===== src/rtl/wg_pkg.sv =====
package wg_pkg;
   localparam logic [7:0] WG_ASCII_ZERO = 8'h30;

   function automatic logic [7:0] wg_digit(input logic b);
      return WG_ASCII_ZERO | {7'd0, b};
   endfunction
endpackage


===== src/rtl/wg_sync.sv =====
module wg_sync #(
   parameter int STAGES = 2,
   parameter bit RESET_VAL = 1'b1
) (
   input  logic clk,
   input  logic rst_n,
   input  logic din,
   output logic dout
);
   generate
      if (STAGES < 2) begin : g_bad_stages
         $error("wg_sync: STAGES must be at least 2");
      end
   endgenerate

   logic [STAGES-1:0] chain;

   generate
      for (genvar i = 0; i < STAGES; i++) begin : g_stage
         if (i == 0) begin : g_first
            always_ff @(posedge clk or negedge rst_n)
               if (!rst_n) chain[0] <= RESET_VAL;
               else        chain[0] <= din;
         end else begin : g_next
            always_ff @(posedge clk or negedge rst_n)
               if (!rst_n) chain[i] <= RESET_VAL;
               else        chain[i] <= chain[i-1];
         end
      end
   endgenerate

   assign dout = chain[STAGES-1];
endmodule


===== src/rtl/wg_edge.sv =====
module wg_edge #(
   parameter int SYNC_STAGES = 2
) (
   input  logic clk,
   input  logic rst_n,
   input  logic line_and,
   input  logic line_one,
   output logic fall,
   output logic bit_val
);
   logic and_s, one_s, and_prev;

   wg_sync #(.STAGES(SYNC_STAGES), .RESET_VAL(1'b1)) i_sync_and (
      .clk(clk), .rst_n(rst_n), .din(line_and), .dout(and_s));
   wg_sync #(.STAGES(SYNC_STAGES), .RESET_VAL(1'b1)) i_sync_one (
      .clk(clk), .rst_n(rst_n), .din(line_one), .dout(one_s));

   always_ff @(posedge clk or negedge rst_n)
      if (!rst_n) and_prev <= 1'b1;
      else        and_prev <= and_s;

   assign fall    = and_prev & ~and_s;
   assign bit_val = ~one_s;   // one-wire low means data 1

   AST_FALL_SPACED: assert property (@(posedge clk) disable iff (!rst_n)
      fall |=> !fall);
endmodule


===== src/rtl/wg_tick.sv =====
module wg_tick #(
   parameter int DIV = 125
) (
   input  logic clk,
   input  logic rst_n,
   input  logic restart,
   output logic tick
);
   generate
      if (DIV < 2) begin : g_bad_div
         $error("wg_tick: DIV must be at least 2");
      end
   endgenerate

   localparam int CW = $clog2(DIV);
   localparam logic [CW-1:0] LAST = CW'(DIV - 1);

   logic [CW-1:0] cnt;

   assign tick = (cnt == LAST);

   always_ff @(posedge clk or negedge rst_n)
      if (!rst_n)              cnt <= '0;
      else if (restart || tick) cnt <= '0;
      else                     cnt <= cnt + 1'b1;
endmodule


===== src/rtl/wg_idle.sv =====
module wg_idle #(
   parameter int IDLE_W = 16
) (
   input  logic              clk,
   input  logic              rst_n,
   input  logic              open,
   input  logic              hit,
   input  logic              tick,
   input  logic [IDLE_W-1:0] limit,
   output logic              done
);
   logic              armed;
   logic [IDLE_W-1:0] cnt;

   always_ff @(posedge clk or negedge rst_n)
      if (!rst_n) begin
         armed <= 1'b0;
         cnt   <= '0;
         done  <= 1'b0;
      end else begin
         done <= 1'b0;
         if (!open) begin
            armed <= 1'b0;
            cnt   <= '0;
         end else if (hit) begin
            armed <= 1'b1;
            cnt   <= '0;
         end else if (armed && (limit != '0) && tick) begin
            if (cnt == limit - 1'b1) begin
               done  <= 1'b1;
               armed <= 1'b0;
               cnt   <= '0;
            end else begin
               cnt <= cnt + 1'b1;
            end
         end
      end

   AST_DONE_NEEDS_LIMIT: assert property (@(posedge clk) disable iff (!rst_n)
      done |-> ($past(limit) != '0));
   AST_DONE_ONCE: assert property (@(posedge clk) disable iff (!rst_n)
      done |=> !done);
endmodule


===== src/rtl/wiegand_rx.sv =====
module wiegand_rx
   import wg_pkg::*;
#(
   parameter int SYNC_STAGES  = 2,
   parameter int CLK_PER_TICK = 125,
   parameter int IDLE_W       = 16
) (
   input  logic              clk,
   input  logic              rst_n,
   input  logic              en,
   input  logic              auto_close,
   input  logic              rearm,
   input  logic [IDLE_W-1:0] idle_limit,
   input  logic              line_and,
   input  logic              line_one,
   input  logic              out_ready,
   output logic              out_valid,
   output logic [7:0]        out_data,
   output logic              frame_done,
   output logic              overflow,
   output logic              rx_open
);
   generate
      if (IDLE_W < 1) begin : g_bad_w
         $error("wiegand_rx: IDLE_W must be positive");
      end
   endgenerate

   logic fall, bit_val, tick, closed, hit;

   wg_edge #(.SYNC_STAGES(SYNC_STAGES)) i_edge (
      .clk(clk), .rst_n(rst_n), .line_and(line_and), .line_one(line_one),
      .fall(fall), .bit_val(bit_val));

   assign rx_open = en & ~closed;
   assign hit     = fall & rx_open;

   wg_tick #(.DIV(CLK_PER_TICK)) i_tick (
      .clk(clk), .rst_n(rst_n), .restart(hit), .tick(tick));

   wg_idle #(.IDLE_W(IDLE_W)) i_idle (
      .clk(clk), .rst_n(rst_n), .open(rx_open), .hit(hit), .tick(tick),
      .limit(idle_limit), .done(frame_done));

   always_ff @(posedge clk or negedge rst_n)
      if (!rst_n)                          closed <= 1'b0;
      else if (rearm)                      closed <= 1'b0;
      else if (frame_done && auto_close)   closed <= 1'b1;

   always_ff @(posedge clk or negedge rst_n)
      if (!rst_n)                          overflow <= 1'b0;
      else if (rearm)                      overflow <= 1'b0;
      else if (hit && !out_ready)          overflow <= 1'b1;

   always_ff @(posedge clk or negedge rst_n)
      if (!rst_n) begin
         out_valid <= 1'b0;
         out_data  <= WG_ASCII_ZERO;
      end else begin
         out_valid <= hit & out_ready;
         if (hit && out_ready) out_data <= wg_digit(bit_val);
      end

   AST_ASCII_RANGE: assert property (@(posedge clk) disable iff (!rst_n)
      out_valid |-> (out_data == 8'h30 || out_data == 8'h31));
   AST_VALID_ONE_CYCLE: assert property (@(posedge clk) disable iff (!rst_n)
      out_valid |=> !out_valid);
   AST_OUT_NEEDS_OPEN: assert property (@(posedge clk) disable iff (!rst_n)
      out_valid |-> $past(rx_open));
   AST_AUTO_CLOSE: assert property (@(posedge clk) disable iff (!rst_n)
      (frame_done && auto_close && !rearm) |=> !rx_open);
   AST_OVF_STICKY: assert property (@(posedge clk) disable iff (!rst_n)
      (overflow && !rearm) |=> overflow);
endmodule


===== config.mk =====
export PLATFORM = sky130hd
export DESIGN_NAME = wiegand_rx
export DESIGN_NICKNAME = d
export VERILOG_FILES = /design/src/rtl/wg_pkg.sv /design/src/rtl/wg_sync.sv /design/src/rtl/wg_edge.sv /design/src/rtl/wg_tick.sv /design/src/rtl/wg_idle.sv /design/src/rtl/wiegand_rx.sv
export SDC_FILE = /design/constraint.sdc
export NUM_CORES = 1
export LEC_CHECK = 0
export ABC_AREA = 1
export CAP_MARGIN = 25
export CORE_ASPECT_RATIO = 0.9
export CORE_MARGIN = 2
export CORE_UTILIZATION = 55
export CTS_BUF_LIST = sky130_fd_sc_hd__clkbuf_2
export CTS_CLUSTER_DIAMETER = 40
export CTS_CLUSTER_SIZE = 16
export DETAILED_ROUTE_END_ITERATION = 8
export GPL_TIMING_DRIVEN = 0
export PLACE_DENSITY = 0.8
export SLEW_MARGIN = 30
export SYNTH_ARGS = -nofsm -noshare
export SYNTH_HDL_FRONTEND = slang
export SYNTH_HIERARCHICAL = 1
export SYNTH_SLANG_ARGS = --single-unit

===== constraint.sdc =====
create_clock -name clk -period 2.3 [get_ports clk]
set_input_delay 0.575 -clock clk [delete_from_list [all_inputs] [get_ports clk]]
set_output_delay 0.575 -clock clk [all_outputs]
set_load 0.1 [all_outputs]

# Word level (Yosys, flattened, before mapping)
# Index checks and enable logic that the tools add are counted.
# Widths: inputs -> output; s select.
[classes]
n_addsub = 3
multipliers = 0
n_div = 0
n_lt_le_gt_ge = 0
eq_ne = 4
shift = 0
mux = 17
bitwise_logic = 7
reduce_logical = 11
[ops]
columns = ["operator", "n"]
rows = [
  ["$mux 16", 4],
  ["$add 16x1->16 const B", 1],
  ["$eq 16x16->1", 1],
  ["$reduce_bool 16->1", 1],
  ["$sub 16x1->16 const B", 1],
  ["$mux 1", 12],
  ["$add 7x1->7 const B", 1],
  ["$eq 7x7->1 const B", 1],
  ["$mux 7", 1],
  ["$ne 3x1->1 const B", 2],
  ["$logic_and 1x1->1", 5],
  ["$and 1x1->1", 4],
  ["$reduce_bool 2->1", 2],
  ["$not 1->1", 3],
  ["$reduce_and 2->1", 1],
  ["$logic_not 1->1", 1],
  ["$logic_or 1x1->1", 1],
]
[word_totals]
ff_bits = 34
latch_bits = 0
ram_bits = 0
romBits = 0
inputBits = 24
out_inout_bits = 12
word_cells = 55
n_memories = 0

# Depth between registers and ports, before layout
# Gate-level depths: netlist of run 1.
[logic_depth]
word_depth = 6
depth_mapped = 16

# Hierarchy
# Netlist of run 1, hierarchy kept.
[by_module_without_submodules]
columns = ["mod", "n_inst", "cells_each", "area_per_inst_um2"]
rows = [
  ["wg_idle", 1, 286, 1884.3],
  ["wg_tick", 1, 40, 357.8],
  ["wiegand_rx", 1, 29, 241.5],
  ["wg_sync", 2, 2, 52.6],
  ["wg_edge", 1, 4, 40.0],
]

# Worst setup path after synthesis of run 1
# No wires, ideal clock.
[synth_path]
path_type = "input to register"
start = "in en"
end = "reg i_idle.cnt[7]"
arrival_ns = 2.513
path_slack_ns = -0.336
stages = 9
path_buffers = 1
cell_sequence = "inv_1 > nor2_2 > inv_1 > nor2_1 > nand2_2 > buf_6 > nand2_1 > xor2_1 > a21oi_2"
[synth_between]
elab_chain_len = 4
[synth_rtl]
columns = ["element", "line", "text"]
rows = [
  ["from (decl)", "wiegand_rx.sv:10", "input logic en,"],
  ["$and 1x1->1 (*)", "wiegand_rx.sv:35", "assign rx_open = en & ~closed;"],
  ["net rx_open", "wiegand_rx.sv:21", "output logic rx_open"],
  ["$and 1x1->1", "wiegand_rx.sv:36", "assign hit = fall & rx_open;"],
  ["$mux 16", "wg_idle.sv:25", "end else if (hit) begin"],
  ["$mux 16", "wg_idle.sv:22", "if (!open) begin"],
  ["to (signal assigned)", "wg_idle.sv:34", "cnt <= cnt + 1'b1;"],
  ["to (decl)", "wg_idle.sv:13", "logic [IDLE_W-1:0] cnt;"],
]
# The timed path passes the listed nets; every way through them passes the cells marked *.
# A chain may end at the register's enable or synchronous reset.

# Worst setup path in the final report of run 1
[layout_path]
start = "in idle_limit[0]"
end = "reg i_idle.cnt[5]"
[layout_between]
elab_chain_len = 6
[layout_rtl]
columns = ["element", "line", "text"]
rows = [
  ["from (decl)", "wiegand_rx.sv:13", "input logic [IDLE_W-1:0] idle_limit,"],
  ["$sub 16x1->16", "wg_idle.sv:29", "if (cnt == limit - 1'b1) begin"],
  ["$eq 16x16->1", "wg_idle.sv:29", ""],
  ["$mux 16", "wg_idle.sv:29", ""],
  ["$mux 16", "wg_idle.sv:28", "end else if (armed && (limit != '0) && tick) begin"],
  ["$mux 16", "wg_idle.sv:25", ""],
  ["$mux 16", "wg_idle.sv:22", ""],
]
# Several ways; a longest one is shown, not always the timed one. The select of a mux whose other input is x is not followed.

==> results of run 1 <==
## timing repair
| item | 4_1_cts | 5_1_grt |
|---|---|---|
| setup endpoints to repair | 17 | 11 |
| resized for setup | 13 | 11 |
| buffers inserted | 0 | 5 |
| pin swaps | 0 | 6 |
## final cells by class
| class | count | area (sq um) |
|---|---|---|
| Multi-Input combinational cell | 270 | 1530 |
| Clock buffer | 5 | 25.0 |
| Sequential cell | 34 | 857 |
| Timing Repair Buffer | 34 | 340 |
| Fill cell | 392 | 1380 |
| Buffer | 10 | 91.3 |
| Inverter | 54 | 203 |
| Tap cell | 62 | 77.6 |
| Clock inverter | 3 | 11.3 |
## cell usage after synthesis, types with 2 or more instances
cell       n
xnor2_1    8
a21oi_1    5
nor2_8     2
nor2_2     7
nand3b_1   7
dfstp_2    5
o21ai_0    4
inv_1     52
ha_1       4
buf_4      8
nand4_1   11
conb_1     2
nand2_2    8
nand2_4    4
nand2_1   95
xor2_1    15
o21bai_1   3
dfrtp_1   29
nor2_1    39
nand3_1   27
a21oi_2   10
nor3_1     3
inv_2      2
## stage by stage
step / power (mW) / hold WS, ps
6_report: 1.35 / 48.0
5_1_grt: 1.44 / 17.4
4_1_cts: 1.36 / 22.1
3_5_place_dp: 1.10 / 351
3_3_place_gp: 1.09 / 346
2_1_floorplan: 0.980 / 279
## placed cells by master, fill, tap and decap left out, types with 2 or more instances in the layout
master           instances
a21oi_1                  5
a21oi_2                 10
buf_12                   2
buf_4                   14
clkbuf_2                 5
clkdlybuf4s50_1         16
clkinv_1                 3
conb_1                   7
dfrtp_1                 29
dfstp_2                  5
dlygate4sd2_1            4
dlymetal6s2s_1           6
ha_1                     3
inv_1                   51
inv_2                    3
nand2_1                 95
nand2_2                  8
nand2_4                  4
nand3_1                 27
nand3b_1                 7
nand4_1                 11
nor2_1                  34
nor2_2                  10
nor2_4                   3
nor2_8                   2
nor3_1                   3
o21ai_0                  4
o21bai_1                 3
xnor2_1                  8
xor2_1                  15
## where the power goes
| part | internal [mW] | total [mW] | switching [mW] | leakage [nW] |
|---|---|---|---|---|
| registers | 0.647 | 0.685 | 0.0377 | 0.448 |
| clock network | 0.0650 | 0.253 | 0.188 | 0.0255 |
| logic | 0.149 | 0.411 | 0.261 | 1.18 |
| total | 0.861 | 1.35 | 0.487 | 1.65 |
## worst max-delay path, cell delays in order
cell and delay [ps]:
clkdlybuf4s50_1 470, inv_2 110, ha_4 170, nand2_4 100, nor2_8 160, xor2_2 190, nand2_1 90, inv_1 50
nand2_1 50, nor2_2 120, nand2_4 90, nand2_4 100, buf_12 140, a21oi_2 50
## kinds of logic (layout without fill, tap and decap cells)
group | count (synthesis) | after routing | share of synthesized area [%]
and+or+nand+nor | 209 | 209 | 38.6
buffers and inverters | 64 | 106 | 11.2
DFF | 34 | 34 | 32.6
AOI/OAI and AO/OA | 26 | 26 | 7.09
xor gates and xnor gates | 24 | 24 | 8.28
adders and majority gates | 4 | 4 | 1.90
other | 2 | 7 | 0.286
## final timing paths
path / start / to
worst max-delay path: idle_limit[0] / i_idle/cnt[5]
worst min-delay path: rst_n / i_idle/cnt[14]
worst max register to register: i_edge/i_sync_and/dout / i_idle/cnt[5]
worst min register to register: i_edge/i_sync_and/dout / i_edge/and_prev
max in group asynchronous: rst_n / i_edge/i_sync_and/dout
min in group clk: i_edge/i_sync_and/dout / i_edge/and_prev
## metal layers
layer,up-vias,share of wire (%),track usage [%]
met2,46,50,37.9
met1,1065,44,26.5
met5,-,0,0
met4,0,0.39,5.86
li1,1212,-,-
met3,2,4.9,3.78
==> flow_metrics.env, run 1 <==
export IMPL_layout_cells_non_filler=472
export IMPL_crit_type="in2reg"
export IMPL_cp_required_ps=2560
export IMPL_status="completed"
export IMPL_fin_area_sq_um=3140
export IMPL_top_register="i_idle/cnt"
export IMPL_drtPass1Iterations=4
export IMPL_drt_iter0_drc=72
export IMPL_start_util_pct=58.2
export IMPL_antennaDiodeCount=0
export IMPL_die_area_sq_um=5350
export IMPL_worst_slew_pin_slew_ps=956
export IMPL_wl_mm=5.37
export IMPL_largestRegisters="i_idle/cnt (16), i_tick/cnt (7)"
export IMPL_power_density_nw_per_um2=430
export IMPL_fin_tns_setup_ps=0
export IMPL_synthFlopType="dfrtp_1"
export IMPL_layout_drive_gt1_share_pct=17.8
export IMPL_hold_viol=0
export IMPL_synthCells=363
export IMPL_die_y_um=69.6
export IMPL_arrival_ps=2470
export IMPL_grt_start_max_net_pins=26
export IMPL_synth_edf_count=0
export IMPL_postCtsHoldBufs=0
export IMPL_grt_first_pass_wirelength_mm=9.18
export IMPL_crit_fanout=10
export IMPL_cts_tree="yes"
export IMPL_setup_viol=0
export IMPL_async_flop_share_pct=100
export IMPL_syn_area_sq_um=2630
export IMPL_grt_pass1_vias=2173
export IMPL_maxSlewViolCount=0
export IMPL_finalNetCount=437
export IMPL_relSlewSlack_pct=36.5
export IMPL_dp_cells=459
export IMPL_yosys_warnings=6
export IMPL_r2r_cells=8
export IMPL_hold_class="in2async"
export IMPL_vias_per_cell=4.93
export IMPL_postRouteAntennaNets=0
export IMPL_r2r_setup_slack_ps=490
export IMPL_worstSetupStartpointType="input pin"
export IMPL_largest_reg_flops=16
export IMPL_fin_skew_ps=22.7
export IMPL_synthToLayoutAreaGrowth_pct=19.3
export IMPL_synthTopCellsByArea="dfrtp_1, nand2_1, inv_1"
export IMPL_overflow=0
export IMPL_synthDistinctLibCells=36
export IMPL_wl_per_cell_um=11.4
export IMPL_cts_max_level=2
export IMPL_rsz0062_at_grt="false"
export IMPL_clkSinkCount=34
export IMPL_die_w_um=76.9
export IMPL_dpl_cell_area_sq_um=3030
export IMPL_avgSynthCellArea_sq_um=7.24
export IMPL_insertion_delay_ps=360
export IMPL_synth_top_area_cell="dfrtp_1"
export IMPL_hpwl_mm=4.39
export IMPL_layout_setup_ws_ps=86.3
export IMPL_drc=0
export IMPL_p_leak_nw=1.65
export IMPL_irDropWorstVdd_uv=437
export IMPL_cts_buffer_depth=2
export IMPL_portBuffers=28
export IMPL_vias=2325
export IMPL_dp_slack_ps=-751
export IMPL_fmax_mhz=452
export IMPL_rows=23
export IMPL_yosysSeqAreaShare_pct=32.6
export IMPL_ys_ff_latch=34
export IMPL_cts_root_buffer="clkbuf_2"
export IMPL_antenna_found_initial=0
export IMPL_endpoint_kind="register"
export IMPL_gp_congestion=0.896
export IMPL_cts_clk_slew_worst_paths_ps=170
export IMPL_cts_made_buffers=5
export IMPL_period_share_pct=96.2
export IMPL_maxCapViolations=0
export IMPL_synth_top_area_share_pct=27.6
export IMPL_finalCoreUtilization_pct=69.4
export IMPL_core_sq_um=4520
export IMPL_ios=36
export IMPL_period_minus_slack_ps=2210
export IMPL_grtUsageTotal_pct=21.3
(Power assumes the default switching activity.)
==> inputs of run 2 (changes only) <==
Settings changed: ABC_AREA 1 to default, PLACE_DENSITY 0.8 to 0.81.
==> flow_metrics.env, run 2 <==
export IMPL_hpwl_mm=3.65
export IMPL_cts_clk_slew_worst_paths_ps=170
export IMPL_fin_skew_ps=25.1
export IMPL_yosys_top_cells_count="dfrtp_1, nor2_1, nand2_1"
export IMPL_power_density_nw_per_um2=465
export IMPL_finalNetCount=331
export IMPL_dp_slack_ps=-1150
export IMPL_synth_fa_ha_area_share_pct=2.18
export IMPL_die_area_sq_um=4710
export IMPL_syn_area_sq_um=2290
export IMPL_r2r_cells=8
export IMPL_layout_common_cells="dfrtp_1, nor2_1, buf_4, nand2_1, xor2_1"
export IMPL_gp_congestion=0.890
export IMPL_cp_startpoint="idle_limit[1]"
export IMPL_min_delay_path_depth=0
export IMPL_path_depth=9
export IMPL_path_buf_inv=3
export IMPL_drc=0
export IMPL_insertion_delay_ps=380
export IMPL_irDropWorstVdd_uv=417
export IMPL_cts_made_buffers=5
export IMPL_crit_fanout=5
export IMPL_avgSynthCellArea_sq_um=9.22
export IMPL_synthToLayoutAreaGrowth_pct=28.2
export IMPL_rows=22
export IMPL_yosys_warnings=6
export IMPL_slowest_stage="or4_4"
export IMPL_rr_startpoint="i_idle/cnt[3]"
export IMPL_grt_pass1_vias=1829
export IMPL_cts_root_buffer="clkbuf_2"
export IMPL_grtUsageTotal_pct=23.5
export IMPL_combPwrFrac_pct=28.9
export IMPL_layout_setup_ws_ps=1.08
export IMPL_cts_tree="yes"
export IMPL_synthDistinctLibCells=56
export IMPL_ios=36
export IMPL_final_common_cell="dfrtp_1"
export IMPL_drt_iter0_drc=111
export IMPL_p_leak_nw=1.36
export IMPL_synthMuxAreaShare_pct=0.981
export IMPL_worst_slew_pin_slew_ps=950
export IMPL_power_switching_mw=0.504
export IMPL_synth_compound_area_share_pct=10.1
export IMPL_portBuffers=28
export IMPL_synth_top_family_by_area="simple AND/OR/NAND/NOR gates"
export IMPL_postRouteAntennaNets=0
export IMPL_synthTopCellsByArea="dfrtp_1, xor2_1, xnor2_1"
export IMPL_overflow=0
export IMPL_top_register="i_idle/cnt"
export IMPL_p_int_mw=0.863
export IMPL_hold_class="reg2reg"
export IMPL_cp_required_ps=2570
export IMPL_cts_buffer_depth=2
export IMPL_r2r_setup_slack_ps=130
export IMPL_core_sq_um=4050
export IMPL_maxCapViolations=0
export IMPL_power_frac_seq_pct=51.1
export IMPL_swShare_pct=36.8
export IMPL_ys_ff_latch=34
export IMPL_synth_most_common_cell="dfrtp_1"
export IMPL_arrival_ps=2570
export IMPL_start_util_pct=56.7
export IMPL_synth_xor_area_share_pct=13.7
export IMPL_synthCells=249
export IMPL_wl_per_cell_um=15.1
export IMPL_async_flop_share_pct=100
export IMPL_layout_drive_gt1_share_pct=28.0
export IMPL_cts_max_level=2
export IMPL_period_minus_slack_ps=2300
export IMPL_r2r_end="i_idle/cnt[6]"
export IMPL_period_share_pct=100
export IMPL_crit_end="i_idle/cnt[6]"
export IMPL_drtPass1Iterations=4
export IMPL_die_y_um=65.3
export IMPL_max_stage_delay_ps=590
export IMPL_synth_top_area_share_pct=31.6
export IMPL_path_cells="buf_2, or4_4, buf_4, o41a_1, a21oi_2, nand4_4, o21ai_4, buf_6, nor2_1"
export IMPL_setup_viol=0
export IMPL_vias=2004
export IMPL_endpoint_kind="register"
export IMPL_grt_start_max_net_pins=27
export IMPL_largest_reg_flops=16
export IMPL_largestRegisters="i_idle/cnt (16), i_tick/cnt (7)"
export IMPL_synth_edf_count=0
export IMPL_hold_viol=0
export IMPL_crit_type="in2reg"
export IMPL_fin_tns_setup_ps=0
export IMPL_worstSetupStartpointType="input pin"
export IMPL_cp_top_family="simple AND/OR/NAND/NOR gates"
export IMPL_synthFlopType="dfrtp_1"
export IMPL_wl_mm=5.31
export IMPL_synth_simple_gate_area_share_pct=29.9
export IMPL_antenna_found_initial=0
export IMPL_maxSlewViolCount=0
export IMPL_antennaDiodeCount=0
export IMPL_relSlewSlack_pct=36.9
export IMPL_vias_per_cell=5.69
export IMPL_die_w_um=72.1
export IMPL_clkPwrFrac_pct=19.9
export IMPL_yosysSeqAreaShare_pct=37.4
export IMPL_fmax_mhz=435
export IMPL_status="completed"
export IMPL_clkSinkCount=34
export IMPL_grt_first_pass_wirelength_mm=8.67
export IMPL_synth_top_area_cell="dfrtp_1"
export IMPL_worstHoldStart="i_edge/i_sync_one/chain[0]"
[run 2: cell count changes in the layout (fill, tap and decap cells not counted), sizes merged, moves of 7 or more]
cell,previous run,this run
buf,18,33
nor2,49,28
nor4,1,9
xnor2,8,16
inv,54,11
a21oi,15,8
nand3,28,9
clkdlybuf4s50,16,9
nand2,107,23
and3,0,7
[run 2: routing by layer]
| layer | up-vias | share of wire [%] | GRT usage, % |
|---|---|---|---|
| met5 | - | 0 | 0 |
| met1 | 957 | 45 | 33.6 |
| met3 | 8 | 5.8 | 5.06 |
| li1 | 974 | - | - |
| met2 | 65 | 48 | 36.1 |
| met4 | 0 | 1.1 | 6.13 |
[run 2: worst min path at each step]
stage / end
global placement: i_edge/i_sync_one/dout
CTS: i_idle/cnt[13]
detailed placement: i_edge/i_sync_one/dout
global route: i_edge/i_sync_one/dout
finish: i_edge/i_sync_one/dout
floorplan: closed
[run 2: worst reg2reg max path: stages, from the launching register on]
cell and delay, ps:
dfrtp_1 540, xor2_1 220, xnor2_1 190, nand4_1 190, nor4_4 350, nand4_4 180, o21ai_4 200, buf_6 150
nor2_1 50
[run 2: timing repair]
action / in CTS / in global routing
gates cloned: 1 / 0
buffers inserted: 10 / 3
pin swaps: 14 / 7
gates resized for setup: 65 / 28
endpoints found under the hold margin: 0 / 8
hold buffers: 0 / 1
setup endpoints to repair: 23 / 17
[run 2: power by group through the flow]
stage	clock network [mW]	logic (mW)	registers (mW)
6_report	0.272	0.396	0.699
5_1_grt	0.303	0.431	0.707
4_1_cts	0.276	0.381	0.699
3_5_place_dp	0	0.370	0.710
3_3_place_gp	0	0.361	0.707
2_1_floorplan	0	0.220	0.738
[run 2: logic make-up after synthesis]
kind of cell,after synthesis
AND/OR/NAND/NOR,115
XOR/XNOR,36
flip-flops,34
AO/OA/AOI/OAI,32
buffers and inverters,24
adder cells (fa/ha/maj),4
other,2
multiplexers,2
[run 2: final cells by class]
type	count	area (sq um)
clock inverter	3	16.3
sequential	34	857
multi-input combinational	196	1490
timing repair buffer	44	377
clock buffer	5	25.0
buffer	11	75.1
tap	48	60.1
inverter	11	41.3
fill	285	1100
[run 2: through the flow]
stage	util [%]	power, mW	instances	hold slack, ps	cell area (sq um)
floorplan	-	0.959	254	279	2340
global placement	66.2	1.07	330	346	2680
detailed placement	66.6	1.08	331	351	2700
CTS	70.8	1.36	349	4.78	2870
global route	72.7	1.44	352	377	2940
finish	72.7	1.37	352	373	2940
